### src/rtl/acc_exec_pkg.sv
// Package: acc_exec_pkg
// Shared widths, opcode patterns and the decoded-instruction type for the
// accumulator logic execute unit. Assumes a fixed 12-bit instruction format.
package acc_exec_pkg;
    localparam int DATA_W  = 8;
    localparam int ADDR_W  = 5;
    localparam int INSTR_W = 12;

    // Opcode patterns: literal forms decode bits [11:8], register forms [11:6]
    localparam logic [3:0] PAT_OR_IMM  = 4'b1101;
    localparam logic [3:0] PAT_LD_IMM  = 4'b1100;
    localparam logic [5:0] PAT_OR_REG  = 6'b000100;
    localparam logic [5:0] PAT_MOV_REG = 6'b001000;

    typedef enum logic [2:0] {
        OP_NOP,
        OP_OR_IMM,
        OP_LD_IMM,
        OP_OR_REG,
        OP_MOV_REG
    } op_e;

    typedef struct packed {
        op_e               op;
        logic              to_file;
        logic [ADDR_W-1:0] faddr;
        logic [DATA_W-1:0] imm;
    } dec_t;
endpackage

### src/rtl/acc_decoder.sv
// Module: acc_decoder
// Purely combinational decode of one instruction word into an operation,
// destination bit, register address and immediate. Words that match no
// pattern decode to OP_NOP. Assumes the caller qualifies with a valid bit.
module acc_decoder
    import acc_exec_pkg::*;
(
    input  logic [INSTR_W-1:0] instr,
    output dec_t               dec
);
    // Match the opcode patterns and pick out the operand fields
    always_comb begin
        dec.op      = OP_NOP;
        dec.to_file = instr[ADDR_W];
        dec.faddr   = instr[ADDR_W-1:0];
        dec.imm     = instr[DATA_W-1:0];
        if (instr[INSTR_W-1 -: 4] == PAT_OR_IMM) begin
            dec.op = OP_OR_IMM;
        end else if (instr[INSTR_W-1 -: 4] == PAT_LD_IMM) begin
            dec.op = OP_LD_IMM;
        end else if (instr[INSTR_W-1 -: 6] == PAT_OR_REG) begin
            dec.op = OP_OR_REG;
        end else if (instr[INSTR_W-1 -: 6] == PAT_MOV_REG) begin
            dec.op = OP_MOV_REG;
        end
    end
endmodule

### src/rtl/acc_regfile.sv
// Module: acc_regfile
// Flop-based register file with one execute write port, one debug write
// port, a combinational execute read port and a combinational debug read
// port. The debug write overrides an execute write to the same entry.
// Assumes a synchronous active-low reset that clears every entry.
module acc_regfile #(
    parameter int DW    = 8,
    parameter int AW    = 5,
    parameter int DEPTH = 1 << AW
) (
    input  logic          clk,
    input  logic          rst_n,
    input  logic          ex_we,
    input  logic [AW-1:0] ex_waddr,
    input  logic [DW-1:0] ex_wdata,
    input  logic [AW-1:0] ex_raddr,
    output logic [DW-1:0] ex_rdata,
    input  logic          dbg_we,
    input  logic [AW-1:0] dbg_waddr,
    input  logic [DW-1:0] dbg_wdata,
    input  logic [AW-1:0] dbg_raddr,
    output logic [DW-1:0] dbg_rdata
);
    logic [DW-1:0] mem [DEPTH];

    // Store writes; the debug write comes last so that it wins on a collision
    always_ff @(posedge clk) begin
        if (!rst_n) begin
            for (int i = 0; i < DEPTH; i++) begin
                mem[i] <= '0;
            end
        end else begin
            if (ex_we) begin
                mem[ex_waddr] <= ex_wdata;
            end
            if (dbg_we) begin
                mem[dbg_waddr] <= dbg_wdata;
            end
        end
    end

    // Combinational read ports
    assign ex_rdata  = mem[ex_raddr];
    assign dbg_rdata = mem[dbg_raddr];

    // a colliding debug write must leave its own data in the entry
    p_dbg_priority_r8: assert property (@(posedge clk) disable iff (!rst_n)
        (dbg_we && ex_we && dbg_waddr == ex_waddr)
        |=> mem[$past(dbg_waddr)] == $past(dbg_wdata));

    // an execute write to a different entry still lands
    p_ex_write_lands_r8: assert property (@(posedge clk) disable iff (!rst_n)
        (ex_we && !(dbg_we && dbg_waddr == ex_waddr))
        |=> mem[$past(ex_waddr)] == $past(ex_wdata));
endmodule

### src/rtl/acc_datapath.sv
// Module: acc_datapath
// Computes the result for the decoded operation, holds W and the zero
// flag, and drives the register-file write port for file destinations.
// Assumes the file read data belongs to dec.faddr in the same cycle.
module acc_datapath
    import acc_exec_pkg::*;
(
    input  logic              clk,
    input  logic              rst_n,
    input  logic              valid,
    input  dec_t              dec,
    input  logic [DATA_W-1:0] rf_rdata,
    output logic              rf_we,
    output logic [ADDR_W-1:0] rf_waddr,
    output logic [DATA_W-1:0] rf_wdata,
    output logic [DATA_W-1:0] w_q,
    output logic              z_q
);
    logic [DATA_W-1:0] result;
    logic              sets_z;
    logic              reg_form;
    logic              w_we;

    // Select the result and which state elements it updates
    always_comb begin
        result   = '0;
        sets_z   = 1'b0;
        reg_form = 1'b0;
        unique case (dec.op)
            OP_OR_IMM:  begin result = w_q | dec.imm;    sets_z = 1'b1; end
            OP_LD_IMM:  begin result = dec.imm;                         end
            OP_OR_REG:  begin result = w_q | rf_rdata;   sets_z = 1'b1; reg_form = 1'b1; end
            OP_MOV_REG: begin result = rf_rdata;         sets_z = 1'b1; reg_form = 1'b1; end
            default:    begin result = '0;                              end
        endcase
        w_we  = valid && (dec.op == OP_OR_IMM || dec.op == OP_LD_IMM ||
                          (reg_form && !dec.to_file));
        rf_we = valid && reg_form && dec.to_file;
    end

    assign rf_waddr = dec.faddr;
    assign rf_wdata = result;

    // Hold the working register and the zero flag
    always_ff @(posedge clk) begin
        if (!rst_n) begin
            w_q <= '0;
            z_q <= 1'b0;
        end else begin
            if (w_we) begin
                w_q <= result;
            end
            if (valid && sets_z) begin
                z_q <= (result == '0);
            end
        end
    end

    // immediate OR folds the literal into W
    p_or_imm_r2: assert property (@(posedge clk) disable iff (!rst_n)
        (valid && dec.op == OP_OR_IMM) |=> w_q == ($past(w_q) | $past(dec.imm)));

    // immediate load leaves the zero flag alone
    p_ld_keeps_z_r3: assert property (@(posedge clk) disable iff (!rst_n)
        (valid && dec.op == OP_LD_IMM) |=> $stable(z_q));

    // a file-destination write leaves W alone
    p_file_dest_keeps_w_r4: assert property (@(posedge clk) disable iff (!rst_n)
        rf_we |=> $stable(w_q));

    // when a flag-setting op writes W, the flag reflects the new W
    p_zero_matches_w_r6: assert property (@(posedge clk) disable iff (!rst_n)
        (valid && sets_z && !rf_we) |=> z_q == (w_q == '0));

    // idle or unmatched words change neither W nor the flag
    p_nop_holds_r7: assert property (@(posedge clk) disable iff (!rst_n)
        (!valid || dec.op == OP_NOP) |=> ($stable(w_q) && $stable(z_q)));

    // no file write without a valid register-form word
    p_no_stray_write_r7: assert property (@(posedge clk) disable iff (!rst_n)
        (!valid || dec.op == OP_NOP) |-> !rf_we);
endmodule

### src/rtl/acc_logic_exec.sv
// Module: acc_logic_exec
// Top of the accumulator logic execute unit: decoder, datapath (W and the
// zero flag) and the register file with its debug ports. Retires one valid
// instruction per cycle. Synchronous active-low reset clears all state.
module acc_logic_exec
    import acc_exec_pkg::*;
(
    input  logic               clk,
    input  logic               rst_n,
    input  logic               instr_valid,
    input  logic [INSTR_W-1:0] instr,
    input  logic               dbg_we,
    input  logic [ADDR_W-1:0]  dbg_waddr,
    input  logic [DATA_W-1:0]  dbg_wdata,
    input  logic [ADDR_W-1:0]  dbg_raddr,
    output logic [DATA_W-1:0]  dbg_rdata,
    output logic [DATA_W-1:0]  w_out,
    output logic               zero_out
);
    dec_t              dec;
    logic [DATA_W-1:0] rf_rdata;
    logic              rf_we;
    logic [ADDR_W-1:0] rf_waddr;
    logic [DATA_W-1:0] rf_wdata;

    acc_decoder u_dec (
        .instr (instr),
        .dec   (dec)
    );

    acc_datapath u_dp (
        .clk      (clk),
        .rst_n    (rst_n),
        .valid    (instr_valid),
        .dec      (dec),
        .rf_rdata (rf_rdata),
        .rf_we    (rf_we),
        .rf_waddr (rf_waddr),
        .rf_wdata (rf_wdata),
        .w_q      (w_out),
        .z_q      (zero_out)
    );

    acc_regfile #(
        .DW (DATA_W),
        .AW (ADDR_W)
    ) u_rf (
        .clk       (clk),
        .rst_n     (rst_n),
        .ex_we     (rf_we),
        .ex_waddr  (rf_waddr),
        .ex_wdata  (rf_wdata),
        .ex_raddr  (dec.faddr),
        .ex_rdata  (rf_rdata),
        .dbg_we    (dbg_we),
        .dbg_waddr (dbg_waddr),
        .dbg_wdata (dbg_wdata),
        .dbg_raddr (dbg_raddr),
        .dbg_rdata (dbg_rdata)
    );

    // the cycle after a reset edge, W and the flag are clear
    p_reset_clears_r1: assert property (@(posedge clk)
        !rst_n |=> (w_out == '0 && zero_out == 1'b0));
endmodule

### config.mk
export PLATFORM = sky130hd
export DESIGN_NAME = acc_logic_exec
export DESIGN_NICKNAME = d
export VERILOG_FILES = /design/src/rtl/acc_exec_pkg.sv /design/src/rtl/acc_decoder.sv /design/src/rtl/acc_regfile.sv /design/src/rtl/acc_datapath.sv /design/src/rtl/acc_logic_exec.sv
export SDC_FILE = /design/constraint.sdc
export NUM_CORES = 1
export LEC_CHECK = 0
export ABC_AREA = 0
export CORE_UTILIZATION = 55
export DETAILED_ROUTE_END_ITERATION = 6
export PLACE_DENSITY_LB_ADDON = 0.3
export SETUP_SLACK_MARGIN = 0.05
export SLEW_MARGIN = 20
export SYNTH_ARGS = -nofsm -noshare
export SYNTH_HDL_FRONTEND = slang
export SYNTH_SLANG_ARGS = --single-unit
### constraint.sdc
create_clock -name clk -period 7 [get_ports clk]
set_input_delay 1.05 -clock clk [delete_from_list [all_inputs] [get_ports clk]]
set_output_delay 1.05 -clock clk [all_outputs]
set_load 0.1 [all_outputs]
==> results.json <==
{
  "status": "completed",
  "io_pins": 51,
  "fmax_ghz": 0.183,
  "netlist_area_um2": 15900,
  "period_needed_ns": 5.46,
  "htreeDepth": 1,
  "critPathArrivalTime_ns": 4.41,
  "grt_max_degree": 91,
  "numCtsBuffers": 29,
  "start_util": 0.566,
  "drt_first_pass_iters": 6,
  "r2r-start": "u_rf.mem[21][6]",
  "p_per_area_nw_per_um2": 238,
  "ys_warn_count": 0,
  "clock_skew_ns": 0.0154,
  "core_region_area_um2": 28200,
  "drv_slew": 0,
  "synth_area_per_cell_um2": 11.0,
  "insertion_delay_ns": 0.57,
  "setup_slack_ns": 1.54,
  "synthSimpleGateAreaFrac": 0.134,
  "fillerInstances": 2206,
  "synth_mux_area_frac": 0.199,
  "async_reset_ff_frac": 0,
  "grt_pass1_wl_um": 87600,
  "rsz0062_at_grt": "false",
  "n_antenna_cell": 0,
  "synth_top_family_by_area": "multiplexers",
  "worst_ep_required_time_ns": 5.95,
  "clock-sinks": 265,
  "grt_antenna_before_repair": 0,
  "hold_start": "u_dp.z_q",
  "clockRootBuffer": "clkbuf_16",
  "cts_hold_buf": 0,
  "antenna_left": 0,
  "critPathCaptureType": "primary output",
  "route.vias.total": 13500,
  "dpl.hpwl_um": 42700,
  "num-nets-final": 1471,
  "design_area_um2": 17700,
  "setup-tns-final_ns": 0,
  "p_leak_nw": 5.72,
  "place_congestion": 1.05,
  "cts_setup_buffers": 0,
  "synthXorXnorAreaFrac": 0,
  "grt.total_usage": 0.425,
  "start_kind": "input pin",
  "ys_ff_latch": 265,
  "hold_class": "reg -> reg",
  "drive_above_1_share": 0.145,
  "wl_per_cell_um": 33.9,
  "cap_viol_max_count": 0,
  "ys_types": 54,
  "finalCritPeriodShare": 0.780,
  "cts_tree": "yes",
  "peakVddDrop_uv": 188,
  "grt_pass1_vias": 12300,
  "clockBufferDepth": 3,
  "post_cts_resize_count": 0,
  "layout.area.seq_um2": 7870,
  "worst-setup-path-type": "in -> out",
  "ys_seq_area_frac": 0.494,
  "overflow": 0,
  "synthAdderAreaFrac": 0,
  "multi_input_area_um2": 7530,
  "drt_iter0_drc": 2334,
  "die_w_um": 172,
  "cp_max_fo": 41,
  "tightest_slew_ns": 1.25,
  "synth-compound-area-share": 0.135,
  "synthesis.nets": 1486,
  "numPortBuffers": 50,
  "setup_violations": 0,
  "placed_area_um2": 16700,
  "crit_path_start": "dbg_raddr[0]",
  "slew-limit-headroom": 0.167,
  "synth-edff-count": 256,
  "viasPerCell": 7.34,
  "drc": 0,
  "wl_um": 62200,
  "hold_viol": 0,
  "die_area_um2": 29600,
  "syn_to_final_growth_pct": 11.3,
  "clk_pin_slew_ns": 0.06,
  "die_h_um": 172,
  "rows": 61,
  "finalPower_mw": 4.23,
  "dominantRegCellSynth": "edfxtp_1",
  "syn_inst": 1452,
  "post-place-ws_ns": 1.51
}
==> metrics by stage <==
stage                      util  cells  hold slack (ns)
after global routing      0.629   1837            0.506
after CTS                 0.630   1837            0.489
after floorplan               -   1452            0.896
final                     0.629   1837            0.493
after global placement    0.592   1784            0.462
after detailed placement  0.592   1784            0.478
==> final cells by class <==
| class | count | share of cell area |
|---|---|---|
| timing repair buffer | 85 | 0.0443 |
| clock inverter | 22 | 0.0184 |
| tap | 378 | 0.0267 |
| clock buffer | 31 | 0.0414 |
| sequential | 265 | 0.444 |
| inverter | 2 | 0.000424 |
| multi-input combinational | 1054 | 0.425 |
==> state kept, by name, summed over array words and instances (netlist names) <==
signal	count
u_dp.z_q	1
u_rf.mem	256
u_dp.w_q	8
==> cell usage after synthesis (2+ instances only) <==
cell type / count / area (um^2)
nand2_1: 300 / 1130
edfxtp_1: 256 / 7690
o21ai_0: 195 / 976
mux2i_1: 128 / 1280
mux4_2: 80 / 1800
clkbuf_1: 72 / 270
o22ai_1: 64 / 400
o21ai_1: 51 / 255
nor2_1: 49 / 184
buf_2: 37 / 185
nand3_1: 37 / 185
nor4_1: 17 / 106
o21ai_2: 16 / 140
a211o_1: 12 / 105
or3_1: 11 / 68.8
buf_1: 9 / 33.8
dfxtp_1: 9 / 180
nand3b_1: 9 / 67.6
a21oi_1: 8 / 40.0
mux2_2: 8 / 90.1
a221oi_2: 6 / 90.1
a2bb2oi_1: 6 / 52.6
and2_1: 6 / 37.5
nand4bb_1: 6 / 67.6
buf_4: 5 / 37.5
buf_6: 5 / 56.3
nand4_1: 4 / 25.0
nand4b_1: 4 / 35.0
nor3_1: 4 / 20.0
and3_1: 3 / 18.8
clkbuf_2: 3 / 15.0
nand2b_1: 3 / 18.8
o221ai_1: 3 / 26.3
or4b_1: 3 / 30.0
inv_1: 2 / 7.51
nor2b_1: 2 / 12.5
nor3b_1: 2 / 15.0
==> critical path, stage by stage <==
cell             delay, ns
buf_4                 0.64
buf_4                 0.35
mux4_2                0.52
mux4_2                0.56
mux2_2                0.30
clkdlybuf4s50_1       0.97
==> final timing paths <==
kind         slack [ns]              end  cells past startpoint
max reg2reg        3.80  u_rf.mem[16][6]                      7
max                1.54     dbg_rdata[7]                      6
min                0.49         u_dp.z_q                      2
min reg2reg        0.49         u_dp.z_q                      2
==> power by group <==
group	switching [mW]	internal [mW]	leakage, nW
registers	0.0815	1.82	2.51
clock network	0.680	1.06	0.519
logic	0.383	0.201	2.69
total	1.14	3.08	5.72
==> cell usage in the layout (no fill, tap or decap), types with 9 or more instances in the layout <==
cell type	synthesis	layout
o21ai_0	195	195
nand2_1	300	300
dfxtp_1	9	9
buf_4	5	33
nand3b_1	9	9
or3_1	11	11
edfxtp_1	256	256
clkdlybuf4s50_1	0	45
nor4_1	17	17
mux4_2	80	80
clkbuf_16	0	29
o21ai_1	51	51
o21ai_2	16	16
o22ai_1	64	64
mux2i_1	128	128
nor2_1	49	47
a211o_1	12	12
nand3_1	37	37
==> cells by family (layout without fill, tap and decap cells) <==
family          after synthesis  after routing
flops                       265            265
mux                         216            216
buf+inv                     133            140
simple gates                472            472
compound gates              366            366
==> layer usage <==
layer | global-route usage | wire, um | vias to the layer above
li1 | - | - | 5514
met1 | 0.596 | 23000 | 6566
met2 | 0.619 | 26200 | 1187
met3 | 0.103 | 9120 | 225
met4 | 0.207 | 3800 | 0
met5 | 0 | 0 | -
(Power assumes the default switching activity.)
